$ cat config.mk
export PLATFORM = sky130hd
export DESIGN_NAME = pkt_ingress
export DESIGN_NICKNAME = d
export VERILOG_FILES = /design/src/rtl/pkt_ingress_pkg.sv /design/src/rtl/pkt_lane_merge.sv /design/src/rtl/pkt_store.sv /design/src/rtl/pkt_wr_ctrl.sv /design/src/rtl/pkt_rd_port.sv /design/src/rtl/pkt_ingress.sv
export SDC_FILE = /design/constraint.sdc
export NUM_CORES = 1
export LEC_CHECK = 0
export BUFFER_PORTS_ARGS = -buffer_cell sky130_fd_sc_hd__buf_4
export CAP_MARGIN = 20
export CELL_PAD_IN_SITES_DETAIL_PLACEMENT = 1
export CELL_PAD_IN_SITES_GLOBAL_PLACEMENT = 1
export CORE_MARGIN = 2
export CORE_UTILIZATION = 59
export DETAILED_ROUTE_END_ITERATION = 10
export GPL_ROUTABILITY_DRIVEN = 0
export GPL_TIMING_DRIVEN = 0
export PLACE_DENSITY = 0.86
export SLEW_MARGIN = 30
export SYNTH_ARGS = -nofsm -noshare
export SYNTH_HDL_FRONTEND = slang
export SYNTH_SLANG_ARGS = --single-unit
$ cat constraint.sdc
create_clock -name clk -period 9.6 [get_ports clk]
set_clock_uncertainty 0.05 [all_clocks]
set_input_delay 0.96 -clock clk [delete_from_list [all_inputs] [get_ports clk]]
set_output_delay 0.96 -clock clk [all_outputs]
set_load 0.02 [all_outputs]
$ cat src/rtl/pkt_ingress_pkg.sv
package pkt_ingress_pkg;

  typedef enum logic {
    LANES_NARROW = 1'b0,
    LANES_WIDE   = 1'b1
  } lane_mode_e;

endpackage

$ cat src/rtl/pkt_lane_merge.sv
module pkt_lane_merge
  import pkt_ingress_pkg::*;
#(
  parameter int LANE_W = 16,
  localparam int WORD_W = 2 * LANE_W
) (
  input  lane_mode_e          mode,
  input  logic                a_en,
  input  logic [LANE_W-1:0]   a_data,
  input  logic                a_eop,
  input  logic                a_err,
  input  logic [LANE_W-1:0]   b_data,
  input  logic                b_eop,
  input  logic                b_err,
  output logic                w_valid,
  output logic [WORD_W-1:0]   w_data,
  output logic                w_eop,
  output logic                w_err
);

  // Word forming: wide mode puts port A on top, narrow zero-fills.
  function automatic logic [WORD_W-1:0] merge_lanes(
    input lane_mode_e m, input logic [LANE_W-1:0] hi, input logic [LANE_W-1:0] lo);
    if (m == LANES_WIDE) return {hi, lo};
    return {{LANE_W{1'b0}}, hi};
  endfunction

  // Abort source: the joined port listens to both error pins.
  function automatic logic abort_pick(input lane_mode_e m, input logic ea, input logic eb);
    if (m == LANES_WIDE) return ea | eb;
    return ea;
  endfunction

  // Port B framing pin never delimits anything.
  logic unused_b_eop;
  assign unused_b_eop = b_eop;

  always_comb begin
    w_valid = a_en;
    w_data  = merge_lanes(mode, a_data, b_data);
    w_eop   = a_en & a_eop;
    w_err   = a_en & a_eop & abort_pick(mode, a_err, b_err);
  end

endmodule

$ cat src/rtl/pkt_store.sv
module pkt_store #(
  parameter int ADDR_W = 4,
  parameter int ENTRY_W = 33,
  localparam int DEPTH = 1 << ADDR_W
) (
  input  logic               clk,
  input  logic               wr_en,
  input  logic [ADDR_W-1:0]  wr_addr,
  input  logic [ENTRY_W-1:0] wr_entry,
  input  logic [ADDR_W-1:0]  rd_addr,
  output logic [ENTRY_W-1:0] rd_entry
);

  logic [ENTRY_W-1:0] mem [DEPTH];

  always_ff @(posedge clk) begin
    if (wr_en) mem[wr_addr] <= wr_entry;
  end

  assign rd_entry = mem[rd_addr];

endmodule

$ cat src/rtl/pkt_wr_ctrl.sv
module pkt_wr_ctrl #(
  parameter int ADDR_W = 4,
  localparam int PTR_W = ADDR_W + 1,
  localparam int DEPTH = 1 << ADDR_W
) (
  input  logic              clk,
  input  logic              rst_n,
  input  logic              w_valid,
  input  logic              w_eop,
  input  logic              w_err,
  input  logic [PTR_W-1:0]  rd_ptr,
  output logic              wr_en,
  output logic [ADDR_W-1:0] wr_addr,
  output logic [PTR_W-1:0]  cmt_ptr,
  output logic              full,
  output logic              ev_commit,
  output logic              ev_discard,
  output logic              ev_overrun
);

  function automatic logic [PTR_W-1:0] ptr_used(input logic [PTR_W-1:0] head,
                                                input logic [PTR_W-1:0] tail);
    return head - tail;
  endfunction

  function automatic logic [PTR_W-1:0] ptr_next(input logic [PTR_W-1:0] p);
    return p + PTR_W'(1);
  endfunction

  logic [PTR_W-1:0] wr_ptr;
  logic             drop_q;
  logic             ev_close;
  logic             spoiled;

  assign full       = ptr_used(wr_ptr, rd_ptr) == PTR_W'(DEPTH);
  assign ev_overrun = w_valid & full;
  assign wr_en      = w_valid & ~full & ~drop_q;
  assign wr_addr    = wr_ptr[ADDR_W-1:0];
  assign ev_close   = w_valid & w_eop;
  assign spoiled    = w_err | drop_q | ev_overrun;
  assign ev_discard = ev_close & spoiled;
  assign ev_commit  = ev_close & ~spoiled;

  always_ff @(posedge clk) begin
    if (!rst_n) begin
      wr_ptr  <= '0;
      cmt_ptr <= '0;
      drop_q  <= 1'b0;
    end else if (ev_discard) begin
      wr_ptr  <= cmt_ptr;
      drop_q  <= 1'b0;
    end else if (ev_commit) begin
      wr_ptr  <= ptr_next(wr_ptr);
      cmt_ptr <= ptr_next(wr_ptr);
    end else begin
      if (wr_en) wr_ptr <= ptr_next(wr_ptr);
      if (ev_overrun) drop_q <= 1'b1;
    end
  end

  AST_NO_OVERFLOW: assert property (@(posedge clk) disable iff (!rst_n)
    ptr_used(wr_ptr, rd_ptr) <= PTR_W'(DEPTH));
  AST_DISCARD_REWIND: assert property (@(posedge clk) disable iff (!rst_n)
    ev_discard |=> (wr_ptr == $past(cmt_ptr)));
  AST_COMMIT_ONLY_ON_CLOSE: assert property (@(posedge clk) disable iff (!rst_n)
    !ev_commit |=> $stable(cmt_ptr));
  AST_OVERRUN_SPOILS: assert property (@(posedge clk) disable iff (!rst_n)
    (ev_overrun && !ev_close) |=> !ev_commit);

endmodule

$ cat src/rtl/pkt_rd_port.sv
module pkt_rd_port #(
  parameter int ADDR_W = 4,
  localparam int PTR_W = ADDR_W + 1,
  localparam int DEPTH = 1 << ADDR_W
) (
  input  logic              clk,
  input  logic              rst_n,
  input  logic [PTR_W-1:0]  cmt_ptr,
  input  logic              out_ready,
  output logic [PTR_W-1:0]  rd_ptr,
  output logic [ADDR_W-1:0] rd_addr,
  output logic              out_valid,
  output logic              pop
);

  function automatic logic [PTR_W-1:0] ptr_used(input logic [PTR_W-1:0] head,
                                                input logic [PTR_W-1:0] tail);
    return head - tail;
  endfunction

  assign out_valid = rd_ptr != cmt_ptr;
  assign pop       = out_valid & out_ready;
  assign rd_addr   = rd_ptr[ADDR_W-1:0];

  always_ff @(posedge clk) begin
    if (!rst_n) rd_ptr <= '0;
    else if (pop) rd_ptr <= rd_ptr + PTR_W'(1);
  end

  AST_READ_BEHIND_COMMIT: assert property (@(posedge clk) disable iff (!rst_n)
    ptr_used(cmt_ptr, rd_ptr) <= PTR_W'(DEPTH));

endmodule

$ cat src/rtl/pkt_ingress.sv
module pkt_ingress
  import pkt_ingress_pkg::*;
#(
  parameter int LANE_W = 16,
  parameter int ADDR_W = 4,
  localparam int WORD_W = 2 * LANE_W,
  localparam int PTR_W = ADDR_W + 1
) (
  input  logic              clk,
  input  logic              rst_n,
  input  logic              wide_mode,
  input  logic              a_en,
  input  logic [LANE_W-1:0] a_data,
  input  logic              a_eop,
  input  logic              a_err,
  input  logic [LANE_W-1:0] b_data,
  input  logic              b_eop,
  input  logic              b_err,
  output logic              space_ok,
  output logic              out_valid,
  input  logic              out_ready,
  output logic [WORD_W-1:0] out_data,
  output logic              out_last
);

  lane_mode_e        mode;
  logic              w_valid, w_eop, w_err;
  logic [WORD_W-1:0] w_data;
  logic              wr_en, full;
  logic [ADDR_W-1:0] wr_addr, rd_addr;
  logic [PTR_W-1:0]  cmt_ptr, rd_ptr;
  logic              ev_commit, ev_discard, ev_overrun, pop;
  logic [WORD_W:0]   rd_entry;

  assign mode = lane_mode_e'(wide_mode);

  pkt_lane_merge #(.LANE_W(LANE_W)) u_merge (
    .mode(mode), .a_en(a_en), .a_data(a_data), .a_eop(a_eop), .a_err(a_err),
    .b_data(b_data), .b_eop(b_eop), .b_err(b_err),
    .w_valid(w_valid), .w_data(w_data), .w_eop(w_eop), .w_err(w_err)
  );

  pkt_wr_ctrl #(.ADDR_W(ADDR_W)) u_wr (
    .clk(clk), .rst_n(rst_n), .w_valid(w_valid), .w_eop(w_eop), .w_err(w_err),
    .rd_ptr(rd_ptr), .wr_en(wr_en), .wr_addr(wr_addr), .cmt_ptr(cmt_ptr),
    .full(full), .ev_commit(ev_commit), .ev_discard(ev_discard),
    .ev_overrun(ev_overrun)
  );

  pkt_store #(.ADDR_W(ADDR_W), .ENTRY_W(WORD_W + 1)) u_store (
    .clk(clk), .wr_en(wr_en), .wr_addr(wr_addr), .wr_entry({w_eop, w_data}),
    .rd_addr(rd_addr), .rd_entry(rd_entry)
  );

  pkt_rd_port #(.ADDR_W(ADDR_W)) u_rd (
    .clk(clk), .rst_n(rst_n), .cmt_ptr(cmt_ptr), .out_ready(out_ready),
    .rd_ptr(rd_ptr), .rd_addr(rd_addr), .out_valid(out_valid), .pop(pop)
  );

  assign space_ok = ~full;
  assign out_last = rd_entry[WORD_W];
  assign out_data = rd_entry[WORD_W-1:0];

  AST_OUT_HOLD: assert property (@(posedge clk) disable iff (!rst_n)
    (out_valid && !out_ready) |=> (out_valid && $stable(out_data) && $stable(out_last)));
  AST_RELEASE_AFTER_COMMIT: assert property (@(posedge clk) disable iff (!rst_n)
    $rose(out_valid) |-> $past(ev_commit));
  AST_MODE_STATIC: assert property (@(posedge clk) disable iff (!rst_n)
    $stable(wide_mode));
  AST_DISCARD_NO_RELEASE: assert property (@(posedge clk) disable iff (!rst_n)
    (ev_discard && !out_valid) |=> !out_valid);
  AST_OVERRUN_WHEN_FULL: assert property (@(posedge clk) disable iff (!rst_n)
    ev_overrun |-> !space_ok);

endmodule

After elaboration in Yosys (flattened, before gate mapping)
Memories as Yosys holds them, arrays and structs flattened. A register that Yosys moved wholly into a read port is not among the register bits.
Index checks and enable logic that the tools add are counted.
{"block": "totals", "output_inout_bits": 35, "elab_cells": 44, "ramBits": 528, "in_bits": 41, "memories": 1, "reg_bits": 16}
{"name": "u_store.mem", "depth": 16, "width": 33, "rd": 1, "rd_ports_with_merged_regs": 1, "write_ports": 1, "line": "pkt_store.sv:14", "rtl": "logic [ENTRY_W-1:0] mem [DEPTH];"}
{"block": "op_classes", "n_eq_ne": 2, "reduce_logical": 4, "n_bitwise": 18, "n_addsub": 3, "mux": 12}
{"operator": "two-way mux 32 bit", "count": 2}
{"operator": "two-way mux 5 bit", "count": 3}
{"operator": "adder 5 x 1 -> 5 bit (second input constant)", "count": 2}
{"operator": "AND 1 bit", "count": 9}
{"operator": "two-way mux 4 bit", "count": 2}
{"operator": "inverter 1 bit", "count": 6}
{"operator": "equality test 5 bit (second input constant)", "count": 1}
{"operator": "two-way mux 1 bit", "count": 5}
{"operator": "!= test 5 bit", "count": 1}
{"operator": "subtractor 5 bit", "count": 1}
{"operator": "AND reduction 2 bit", "count": 2}
{"operator": "OR 1 bit", "count": 3}
{"operator": "nonzero test 3 bit", "count": 1}
{"operator": "OR reduction 2 bit", "count": 1}

Depth between registers and ports, before layout
Gate-level depths: netlist (run 1).
{"block": "logic_depth", "ltp_word": 10, "mapped_depth": 8, "mapped_depth_nobuf": 8}

By module
Synthesis (run 1) repeated with hierarchy kept, for this count alone.
{"block": "hier_totals", "cells_unflattened": 991, "area_unflattened_um2": 21478.1}
{"mod": "pkt_store", "seq_area_each_um2": 15855.2, "instances": 1, "cells_each": 831, "area_per_inst_um2": 19970.4}
{"mod": "pkt_wr_ctrl", "seq_area_each_um2": 220.2, "instances": 1, "cells_each": 76, "area_per_inst_um2": 726.9}
{"mod": "pkt_lane_merge", "seq_area_each_um2": 0.0, "instances": 1, "cells_each": 40, "area_per_inst_um2": 405.4}
{"mod": "pkt_rd_port", "seq_area_each_um2": 100.1, "instances": 1, "cells_each": 43, "area_per_inst_um2": 371.6}
{"mod": "pkt_ingress", "seq_area_each_um2": 0.0, "instances": 1, "cells_each": 1, "area_per_inst_um2": 3.8}

Worst setup path after synthesis (run 1)
Ideal clock, no wire load.
{"block": "synth_path", "kind": "register to register", "from": "register u_wr.wr_ptr[0]", "to": "memory u_store.mem[15][0], enable pin", "setup_slack_ns": 5.490, "path_buffers": 0, "setup_time_ns": 0.464, "period_less_slack_ns": 4.110, "stages_incl_launch_ff": 7, "t_required_ns": 9.086, "arrival_time_ns": 3.596, "path_cell_list": "dfxtp_1 -> inv_1 -> ha_1 -> nor3b_2 -> xnor2_2 -> nor4_4 -> nor3_1"}
{"block": "synth_via", "elab_chain_cells": 7}
{"item": "start, declared", "line": "pkt_wr_ctrl.sv:30", "rtl": "logic [PTR_W-1:0] wr_ptr;"}
{"item": "start signal, assigned", "line": "pkt_wr_ctrl.sv:50", "rtl": "wr_ptr <= cmt_ptr;"}
{"item": "start signal, assigned", "line": "pkt_wr_ctrl.sv:53", "rtl": "wr_ptr <= ptr_next(wr_ptr);"}
{"item": "start signal, assigned", "line": "pkt_wr_ctrl.sv:56", "rtl": "if (wr_en) wr_ptr <= ptr_next(wr_ptr);"}
{"item": "subtractor 5 bit", "line": "pkt_wr_ctrl.sv:23", "rtl": "return head - tail;"}
{"item": "equality test 5 bit", "line": "pkt_wr_ctrl.sv:35", "rtl": "assign full = ptr_used(wr_ptr, rd_ptr) == PTR_W'(DEPTH);"}
{"item": "inverter 1 bit", "line": "pkt_wr_ctrl.sv:37", "rtl": "assign wr_en = w_valid & ~full & ~drop_q;"}
{"item": "AND 1 bit (2 in series)", "line": "pkt_wr_ctrl.sv:37"}
{"item": "two-way mux 1 bit", "line": "pkt_store.sv:17", "rtl": "if (wr_en) mem[wr_addr] <= wr_entry;"}
{"item": "two-way mux 1 bit (not written as such)", "line": "pkt_store.sv:17"}
{"item": "end, declared", "line": "pkt_store.sv:14"}
Parallel ways exist; a longest one is shown, timed or not.

==> impl_metrics.yaml, run 1 <==
status:
  status: "complete, no violations"
worst_setup_path:
  rr_worst_depth: 7
  crit_type: "register to primary output"
  crit_arrival_ns: 3.81
  cp-end-kind: "primary output"
  rr_endpoint: "u_store.mem[2][18]$_DFFE_PP_"
  crit_required_ns: 8.59
  r2r_slack_ns: 6.07
  cp-endpoint: "out_data[4]"
  worstSetupStartpointType: "register"
  r2r_start: "u_wr.wr_ptr[0]$_SDFFE_PN0P_"
  cp_max_fo: 10
power_and_ir_drop:
  pwr-share-comb_pct: 13.1
  p_leak_nw: 7.77
  intPower_mw: 4.15
  total_power_mw: 5.46
  ir_drop_mv: 0.188
  clock_power_share_pct: 37.4
  swShare_pct: 24.0
  power.density_nw_per_um2: 223
  power_switching_mw: 1.31
  p_seq_share_pct: 49.4
floorplanning:
  die_h_um: 194
  dieArea_um2: 37800
  io-pin-count: 76
  placementRows: 69
  core_um2: 35700
  start_util_pct: 59.9
  die_w_um: 194
clock_tree:
  post_cts_resized: 0
  holdBufCountCts: 0
  cts_tree: "done"
  clock_tree.root_cell: "clkbuf_16"
  cts_htree_levels: 2
  clock_sinks: 548
  clk_pin_slew_ns: 0.06
  clock_latency_ns: 0.58
  cts_buffers: 52
  ctsLongestPathBuffers: 3
  post_cts_buffers: 0
layout:
  nets: 1114
  area_growth_pct: 14.5
  drive_gt1_share_pct: 34.8
  antenna_cells: 0
  nFillCells: 2730
timing:
  setup_viol: 0
  finalCritPeriodShare_pct: 50.2
  tns_ns: 0
  fin_crit_ns: 4.82
  finalMaxSlewViolations: 0
  worstMarginPinSlew_ns: 0.981
  finalHoldViolations: 0
  holdWs_ns: 0.513
  rsz0062_at_grt: "no"
  fmax_ghz: 0.207
  relSlewSlack_pct: 34.6
global_route:
  overflow: 0
  grt_pass1_vias: 11600
  track_usage_pct: 31.8
  grt_max_degree: 34
  antenna_found_initial: 1
  grt_pass1_wl_mm: 83.5
flow_run:
  drv_cap: 0
route:
  vias: 10800
  drc: 0
  drt-pass1-iter-count: 5
  via_per_inst: 6.89
  wl_mm: 57.8
  first_iter_violations: 1254
  ant_nets: 0
  wl_per_cell_um: 36.9
synthesis:
  ys_ff_latch: 548
  yosysSeqAreaShare_pct: 76.1
  yosys.cell_types.count: 44
  synth_flop_cell: "edfxtp_1"
  avgSynthCellArea_um2: 23.2
  synthArstFlopShare_pct: 0
  postSynthCellCount: 922
  synth_edf_count: 528
  ys_warn_count: 0
  synth_nets: 972
  synthesis.area_um2: 21400
place:
  io_buffers: 72
  dp_hpwl_mm: 32.1
worst_hold_path:
  hold_class: "register to register"
  hold_depth: 2
[area by class of cell]
cell class                      instances  area, um2  area share, %
Buffer                                 45        190          0.777
Inverter                               10       37.5          0.153
Clock buffer                           64       1370           5.58
Timing Repair Buffer                   88        816           3.33
Sequential cell                       548      16300           66.4
Clock inverter                         32        289           1.18
Multi-Input combinational cell        319       4950           20.2
Tap cell                              461        577           2.36
[sequential cells by signal, indices dropped and copies added (netlist names), named ones only]
| name | cells |
|---|---|
| u_store.mem | 528 |
| u_rd.rd_ptr | 5 |
| u_wr.wr_ptr | 5 |
| u_wr.drop_q | 1 |
| u_wr.cmt_ptr | 5 |
[cell families (layout without fill, tap and decap cells)]
group	count (synthesis)	after routing	synth area share [%]
compound gates	24	24	0.943
xor+xnor	15	15	0.650
fa+ha+maj	9	9	0.527
buf+inv	55	239	1.02
flops	548	548	76.1
mux	184	184	18.4
simple gates	87	87	2.44
[power by group through the flow]
stage / logic [mW] / clock network (mW) / registers (mW)
floorplan: 0.463 / 0 / 2.74
global placement: 0.669 / 0 / 2.74
detailed placement: 0.708 / 0 / 2.75
CTS: 0.723 / 2.05 / 2.70
global route: 0.753 / 2.12 / 2.70
finish: 0.716 / 2.04 / 2.70
[how the worst min path moves through the flow]
stage                                   startpoint                       end  slack (ns)
final                     u_wr.drop_q$_SDFFE_PP0P_  u_wr.drop_q$_SDFFE_PP0P_        0.51
after global routing      u_wr.drop_q$_SDFFE_PP0P_  u_wr.drop_q$_SDFFE_PP0P_        0.55
after CTS                 u_wr.drop_q$_SDFFE_PP0P_  u_wr.drop_q$_SDFFE_PP0P_        0.52
after detailed placement  u_wr.drop_q$_SDFFE_PP0P_  u_wr.drop_q$_SDFFE_PP0P_        0.51
after global placement    u_wr.drop_q$_SDFFE_PP0P_  u_wr.drop_q$_SDFFE_PP0P_        0.48
after floorplan           u_wr.drop_q$_SDFFE_PP0P_  u_wr.drop_q$_SDFFE_PP0P_        0.44
[Yosys cell counts (5+ instances only)]
master	number	area (um2)
nor2_1	8	30.0
buf_2	9	45.0
mux4_2	165	3720
nand2_1	13	48.8
edfxtp_1	528	15900
and2_1	36	225
mux2_2	16	180
dfxtp_1	20	400
xnor2_1	8	70.1
buf_1	5	18.8
inv_1	10	37.5
nor2b_1	5	31.3
xor2_1	6	52.6
ha_1	9	113
clkbuf_1	31	116
[per-stage QoR]
step / util (%) / instance area, um2 / instances / setup slack, ns
4_1_cts: 68.6 / 24500 / 1567 / 4.79
6_report: 68.7 / 24500 / 1567 / 4.78
3_5_place_dp: 64.0 / 22800 / 1471 / 5.49
5_1_grt: 68.7 / 24500 / 1567 / 4.80
3_3_place_gp: 63.1 / 22500 / 1455 / 2.44
2_1_floorplan: - / 21400 / 922 / 5.49
[layout by cell type, fill, tap and decap left out, types with 4 or more instances in the layout]
| master | instances |
|---|---|
| edfxtp_1 | 528 |
| clkinv_1 | 13 |
| bufinv_16 | 5 |
| nand2_1 | 13 |
| clkinv_2 | 10 |
| dfxtp_1 | 20 |
| xnor2_1 | 8 |
| buf_4 | 78 |
| a21oi_1 | 4 |
| xor2_1 | 6 |
| buf_2 | 11 |
| o21ai_1 | 4 |
| nor2b_1 | 5 |
| inv_1 | 10 |
| clkbuf_16 | 52 |
| and2_1 | 21 |
| ha_1 | 9 |
| and2_4 | 15 |
| clkbuf_1 | 35 |
| clkbuf_2 | 6 |
| mux2_2 | 16 |
| buf_16 | 4 |
| nor2_1 | 8 |
| mux4_2 | 165 |
| buf_12 | 6 |
[worst max-delay path: stages (launching register included)]
cell      delay [ns]
dfxtp_1         0.33
clkbuf_1        0.34
clkbuf_1        0.62
clkbuf_1        0.76
mux4_2          0.44
mux4_2          0.54
buf_4           0.19
[per-layer routing]
| layer | global-route usage (%) | wire [um] |
|---|---|---|
| met3 | 5.10 | 4750 |
| met5 | 0 | 0 |
| met1 | 40.9 | 20500 |
| met2 | 54.3 | 30000 |
| met4 | 14.3 | 2550 |
Note: power is estimated with default switching activity, not from simulation.
==> inputs of run 2 (changes only) <==
- CORE_UTILIZATION: 59 -> 50
- PLACE_DENSITY: 0.86 -> 0.78
- clock period: 9.6 -> 4.06 ns (I/O delays scaled with it)
==> run 2 against run 1 <==
Compared with the run above: design area is 0.54% higher; first-iteration DRC count shrank 15%; total power up 130%; routed wire length shrank 8.9%; die area is 18% higher; hold slack lost 0.44 ns; sequential share of layout area fell by 0.35 points; final cell count is 5.2% higher; largest cell class unchanged; register-to-register slack worse by 5.4 ns.
==> impl_metrics.yaml, run 2 (synthesis results as in run 1) <==
status:
  status: "complete, no violations"
timing:
  relSlewSlack_pct: 39.0
  fmax_ghz: 0.253
  fin_crit_ns: 3.95
  setup_viol: 0
  finalMaxSlewViolations: 0
  finalHoldViolations: 0
  finalCritPeriodShare_pct: 97.2
  fin_ws_ns: 0.115
  rsz0062_at_grt: "no"
  worstMarginPinSlew_ns: 0.914
power_and_ir_drop:
  total_power_mw: 12.8
  power.density_nw_per_um2: 521
  ir_drop_mv: 0.390
  p_leak_nw: 7.79
global_route:
  use_met3_pct: 3.85
  grt_pass1_vias: 11200
  grt_max_degree: 34
  met2_usage_pct: 40.8
  grt-busiest-layer: "met2"
  overflow: 0
  grtUsageMet1_pct: 33.8
  antenna_found_initial: 1
  track_usage_pct: 24.6
  grt_pass1_wl_mm: 76.8
worst_setup_path:
  worst_path_dominant_cell_family: "buffers and inverters"
  worstPathCellList: "clkbuf_1, clkbuf_2, clkbuf_1, mux4_2, mux4_2, buf_4"
  cp_max_fo: 10
  crit_required_ns: 3.60
  crit_type: "register to primary output"
  worstSetupStartpointType: "register"
  critical-path-max-stage-delay_ns: 0.66
  cp-end-kind: "primary output"
  crit_arrival_ns: 3.49
  slowest_stage: "clkbuf_1"
  r2r_start: "u_wr.wr_ptr[0]$_SDFFE_PN0P_"
  critPathBufInv: 4
clock_tree:
  clk_pin_slew_ns: 0.07
  cts_buffers: 54
  clock_latency_ns: 0.59
  post_cts_resized: 8
  clock_sinks: 548
  clock_tree.root_cell: "clkbuf_16"
  cts_htree_levels: 2
  ctsLongestPathBuffers: 3
  post_cts_buffers: 0
  cts_tree: "done"
  holdBufCountCts: 0
layout:
  regMostFlops: "u_store.mem"
  mostFrequentLayoutCell: "edfxtp_1"
  drive_gt1_share_pct: 35.4
  finalInstanceArea_um2: 24600
  antenna_cells: 0
  largest_reg_flops: 528
  final_cell_mix: "528 x edfxtp_1, 165 x mux4_2, 72 x buf_4"
  area_growth_pct: 15.1
  final_cells: 1648
  nets: 1114
place:
  io_buffers: 72
  dpl_cell_area_um2: 22900
  dp_cells: 1547
  dpl_worst_slack_ns: 0.390
  dp_hpwl_mm: 32.0
route:
  first_iter_violations: 1065
  via_per_inst: 6.32
  ant_nets: 0
  wl_per_cell_um: 31.9
  vias: 10400
  drt-pass1-iter-count: 5
  drc: 0
  wl_mm: 52.6
floorplanning:
  io-pin-count: 76
  core_um2: 42000
  die_h_um: 211
  dieArea_um2: 44400
  die_w_um: 211
  placementRows: 75
  start_util_pct: 50.8
worst_hold_path:
  min-delay-start: "a_en"
  hold_class: "input port to register"
flow_run:
  drv_cap: 0
-- run 2: final timing paths --
| kind | endpoint | slack (ns) | cells past startpoint |
|---|---|---|---|
| hold reg to reg | u_wr.drop_q$_SDFFE_PP0P_ | 0.49 | 2 |
| hold / removal | u_wr.drop_q$_SDFFE_PP0P_ | 0.07 | 3 |
| setup / recovery | out_data[24] | 0.11 | 6 |
| setup reg to reg | u_store.mem[5][22]$_DFFE_PP_ | 0.70 | 8 |
-- run 2: cell type report --
| type | instances | area, um2 |
|---|---|---|
| timing repair buffer | 86 | 798 |
| inverter | 10 | 37.5 |
| multi-input combinational | 319 | 4950 |
| tap | 539 | 674 |
| clock buffer | 67 | 1420 |
| sequential | 548 | 16300 |
| clock inverter | 34 | 265 |
| fill | 3542 | 17400 |
| buffer | 45 | 210 |
-- run 2: power breakdown --
part / internal [mW] / switching (mW) / leakage, nW
sequential: 6.33 / 0.0368 / 4.97
clock: 2.68 / 2.10 / 0.827
combinational: 0.768 / 0.895 / 1.99
-- run 2: stage by stage --
stage | setup TNS, ns | hold WS [ns] | utilization [%]
floorplan | 0 | 0.439 | -
global placement | -82.98 | 0.471 | 53.7
detailed placement | 0 | 0.495 | 54.5
CTS | 0 | 0.0490 | 58.5
global route | 0 | 0.127 | 58.5
finish | 0 | 0.0744 | 58.5
-- run 2: worst register-to-register path, stage by stage, from the launching register on --
cell	delay [ns]
dfxtp_1	0.45
inv_1	0.16
ha_1	0.22
nor3b_2	0.17
xnor2_2	0.37
nor4_4	0.16
nor4b_1	0.73
and2_4	0.46
buf_12	0.26
-- run 2: routing by layer --
metal	vias to the layer above	routed length, um
met5	-	0
met2	511	26600
li1	4194	-
met3	109	3540
met1	5609	20900
met4	0	1590
==> inputs of run 3 (changes only) <==
- CORE_UTILIZATION: 50 -> 49
- PLACE_DENSITY: 0.78 -> 0.77
- SYNTH_HIERARCHICAL: default -> 1
==> run 3 against run 2 <==
Compared with the run above: global-route usage is 1.1 points higher; design area increased by 3.1%; register-to-register slack got worse by 0.40 ns; final cell count increased by 8.2%; utilization rose by 0.25 points; first-iteration DRC count rose by 10%; count of clock-buffer cells in the layout rose by 5; via count rose by 6.0%; largest power group unchanged.
==> impl_metrics.yaml, run 3 <==
global_route:
  track_usage_pct: 25.7
  antenna_found_initial: 1
  grt_max_degree: 21
  grt_pass1_wl_mm: 81.6
  grt_pass1_vias: 11800
  overflow: 0
synthesis:
  synth_edf_count: 528
  synthArstFlopShare_pct: 0
  yosysMostFrequentCell: "edfxtp_1"
  avgSynthCellArea_um2: 21.7
  yosysSeqAreaShare_pct: 75.3
  synth_top_area_share_pct: 73.8
  yosys.cell_types.count: 48
  yosysTopAreaCell: "edfxtp_1"
  synth_flop_cell: "edfxtp_1"
  synth.top_cells.by_count: "528 x edfxtp_1, 113 x mux4_2, 66 x a22oi_1"
  ys_ff_latch: 544
  ys_warn_count: 6
  synthesis.area_um2: 21500
  postSynthCellCount: 991
  synth_nets: 1038
  synthTopCellsByArea: "edfxtp_1 74%, mux4_2 12%, mux4_1 2.3%"
floorplanning:
  core_um2: 43200
  start_util_pct: 49.8
  io-pin-count: 76
  dieArea_um2: 45500
  die_w_um: 213
  placementRows: 76
  die_h_um: 213
power_and_ir_drop:
  total_power_mw: 12.1
  p_leak_nw: 8.18
  power.density_nw_per_um2: 476
  ir_drop_mv: 0.394
layout:
  final_cell_mix: "528 x edfxtp_1, 113 x mux4_2, 82 x buf_4"
  finalInstanceArea_um2: 25400
  post-route-util_pct: 58.8
  area_growth_pct: 18.2
  regMostFlops: "u_store/mem"
  nets: 1205
  drive_gt1_share_pct: 31.0
  nFillCells: 3683
  largest_reg_flops: 528
  mostFrequentLayoutCell: "edfxtp_1"
  final_cells: 1783
  antenna_cells: 0
timing:
  worstMarginPinSlew_ns: 0.916
  holdWs_ns: 0.111
  finalHoldViolations: 0
  fin_crit_ns: 3.76
  relSlewSlack_pct: 38.9
  setup_viol: 0
  finalCritPeriodShare_pct: 92.7
  finalMaxSlewViolations: 0
  rsz0062_at_grt: "no"
  fmax_ghz: 0.266
worst_hold_path:
  hold_depth: 3
  hold_class: "input port to register"
  worstHoldEndpoint: "u_wr/wr_ptr[3]$_SDFFE_PN0P_"
  min-delay-start: "rst_n"
route:
  drc: 0
  route.met2.wl_mm: 28.7
  ant_nets: 0
  top_layer_used: "met4"
  dr_wl_met3_mm: 4.30
  wl_per_cell_um: 31.9
  wl_mm: 56.8
  first_iter_violations: 1171
  drt-pass1-iter-count: 6
  drt-met1-wl_mm: 21.8
  via_per_inst: 6.20
  vias: 11100
clock_tree:
  cts_htree_levels: 2
  cts_buffers: 52
  post_cts_buffers: 0
  post_cts_resized: 0
  ctsLongestPathBuffers: 3
  holdBufCountCts: 0
  clock_latency_ns: 0.58
  clk_pin_slew_ns: 0.06
  clock_tree.root_cell: "clkbuf_16"
  cts_tree: "done"
  clock_sinks: 544
worst_setup_path:
  rr_worst_depth: 12
  crit_arrival_ns: 4.01
  cp_max_fo: 10
  crit_type: "register to register"
  worstPathCellList: "buf_4, inv_1, ha_1, nor2_1, xnor2_1, a211oi_4, nor2_1, nand3b_1, nor3_4, buf_8, buf_8, buf_6"
  rr_endpoint: "u_store/mem[4][12]$_DFFE_PP_"
  worstSetupStartpointType: "register"
  r2r_start: "u_rd/rd_ptr[3]$_SDFFE_PN0P_"
  critical-path-max-stage-delay_ns: 0.58
  r2r_slack_ns: 0.30
  cp-end-kind: "register"
  slowest_stage: "nor3_4"
  crit_required_ns: 4.31
place:
  dp_cells: 1689
  io_buffers: 73
  dpl_cell_area_um2: 23700
  dp_hpwl_mm: 37.0
status:
  status: "complete, no violations"
flow_run:
  drv_cap: 0
run 3: cell types whose count changed in the layout (fill, tap and decap cells not counted), moves of 10 or more:
cell      change
a22oi_1      +66
mux2_2       -14
mux4_2       -52
clkbuf_2     -12
nand2_1      +34
buf_16       +22
and2_4       -15
buf_8        +13
mux4_1       +19
nor2_4       +12
buf_4        +10
mux2_4       +14
run 3: kinds of logic after synthesis:
kind of cell               synth area share, %
AOI/OAI and AO/OA                         3.09
muxes                                     15.8
DFF                                       75.3
buffers and inverters                     2.24
and+or+nand+nor                           2.80
adders and majority gates                0.350
xor gates and xnor gates                 0.449
run 3: how the worst max path moves through the flow:
stage / start / end / slack, ns / cells past startpoint
after floorplan: u_rd/rd_ptr[3]$_SDFFE_PN0P_ / u_store/mem[1][0]$_DFFE_PP_ / 0.20 / 9
final: u_rd/rd_ptr[3]$_SDFFE_PN0P_ / u_store/mem[4][12]$_DFFE_PP_ / 0.30 / 12
after global routing: u_rd/rd_ptr[3]$_SDFFE_PN0P_ / u_store/mem[4][12]$_DFFE_PP_ / 0.15 / 12
after detailed placement: u_rd/rd_ptr[3]$_SDFFE_PN0P_ / u_store/mem[0][13]$_DFFE_PP_ / 0.39 / 11
after global placement: u_rd/rd_ptr[3]$_SDFFE_PN0P_ / u_store/mem[2][14]$_DFFE_PP_ / -1.71 / 9
after CTS: u_rd/rd_ptr[1]$_SDFFE_PN0P_ / out_data[10] / 0.27 / 7
run 3: worst max-delay path, delay by kind of cell, from the launching register on:
kind / cells / cell delay, ns
AND/OR/NAND/NOR: 4 / 1.42
buffers and inverters: 5 / 0.81
flip-flops: 1 / 0.55
adder cells (fa/ha/maj): 1 / 0.31
XOR/XNOR: 1 / 0.20
AO/OA/AOI/OAI: 1 / 0.11
run 3: power breakdown:
part           total, mW  internal, mW  switching, mW
registers           6.28          6.25         0.0300
clock network       4.75          2.68           2.08
logic               1.04         0.438          0.605
total               12.1          9.37           2.71
run 3: per-stage QoR:
stage	TNS, ns	worst slack [ns]
after CTS	0	0.267
after detailed placement	0	0.387
after global placement	-748.72	-1.71
after global routing	0	0.149
after floorplan	0	0.200
final	0	0.297
run 3: cell type report:
cell class	instances	area (um2)	share of cell area, %
buffer	61	454	1.79
timing repair buffer	113	1400	5.52
multi-input combinational	379	4960	19.5
tap	585	732	2.88
inverter	7	26.3	0.104
clock inverter	22	189	0.744
sequential	544	16200	63.7
clock buffer	72	1450	5.70
run 3: metal layers:
metal	vias to the layer above	GRT usage [%]
li1	4488	-
met5	-	0
met2	570	43.0
met1	5871	34.6
met3	122	3.62
met4	0	10.1
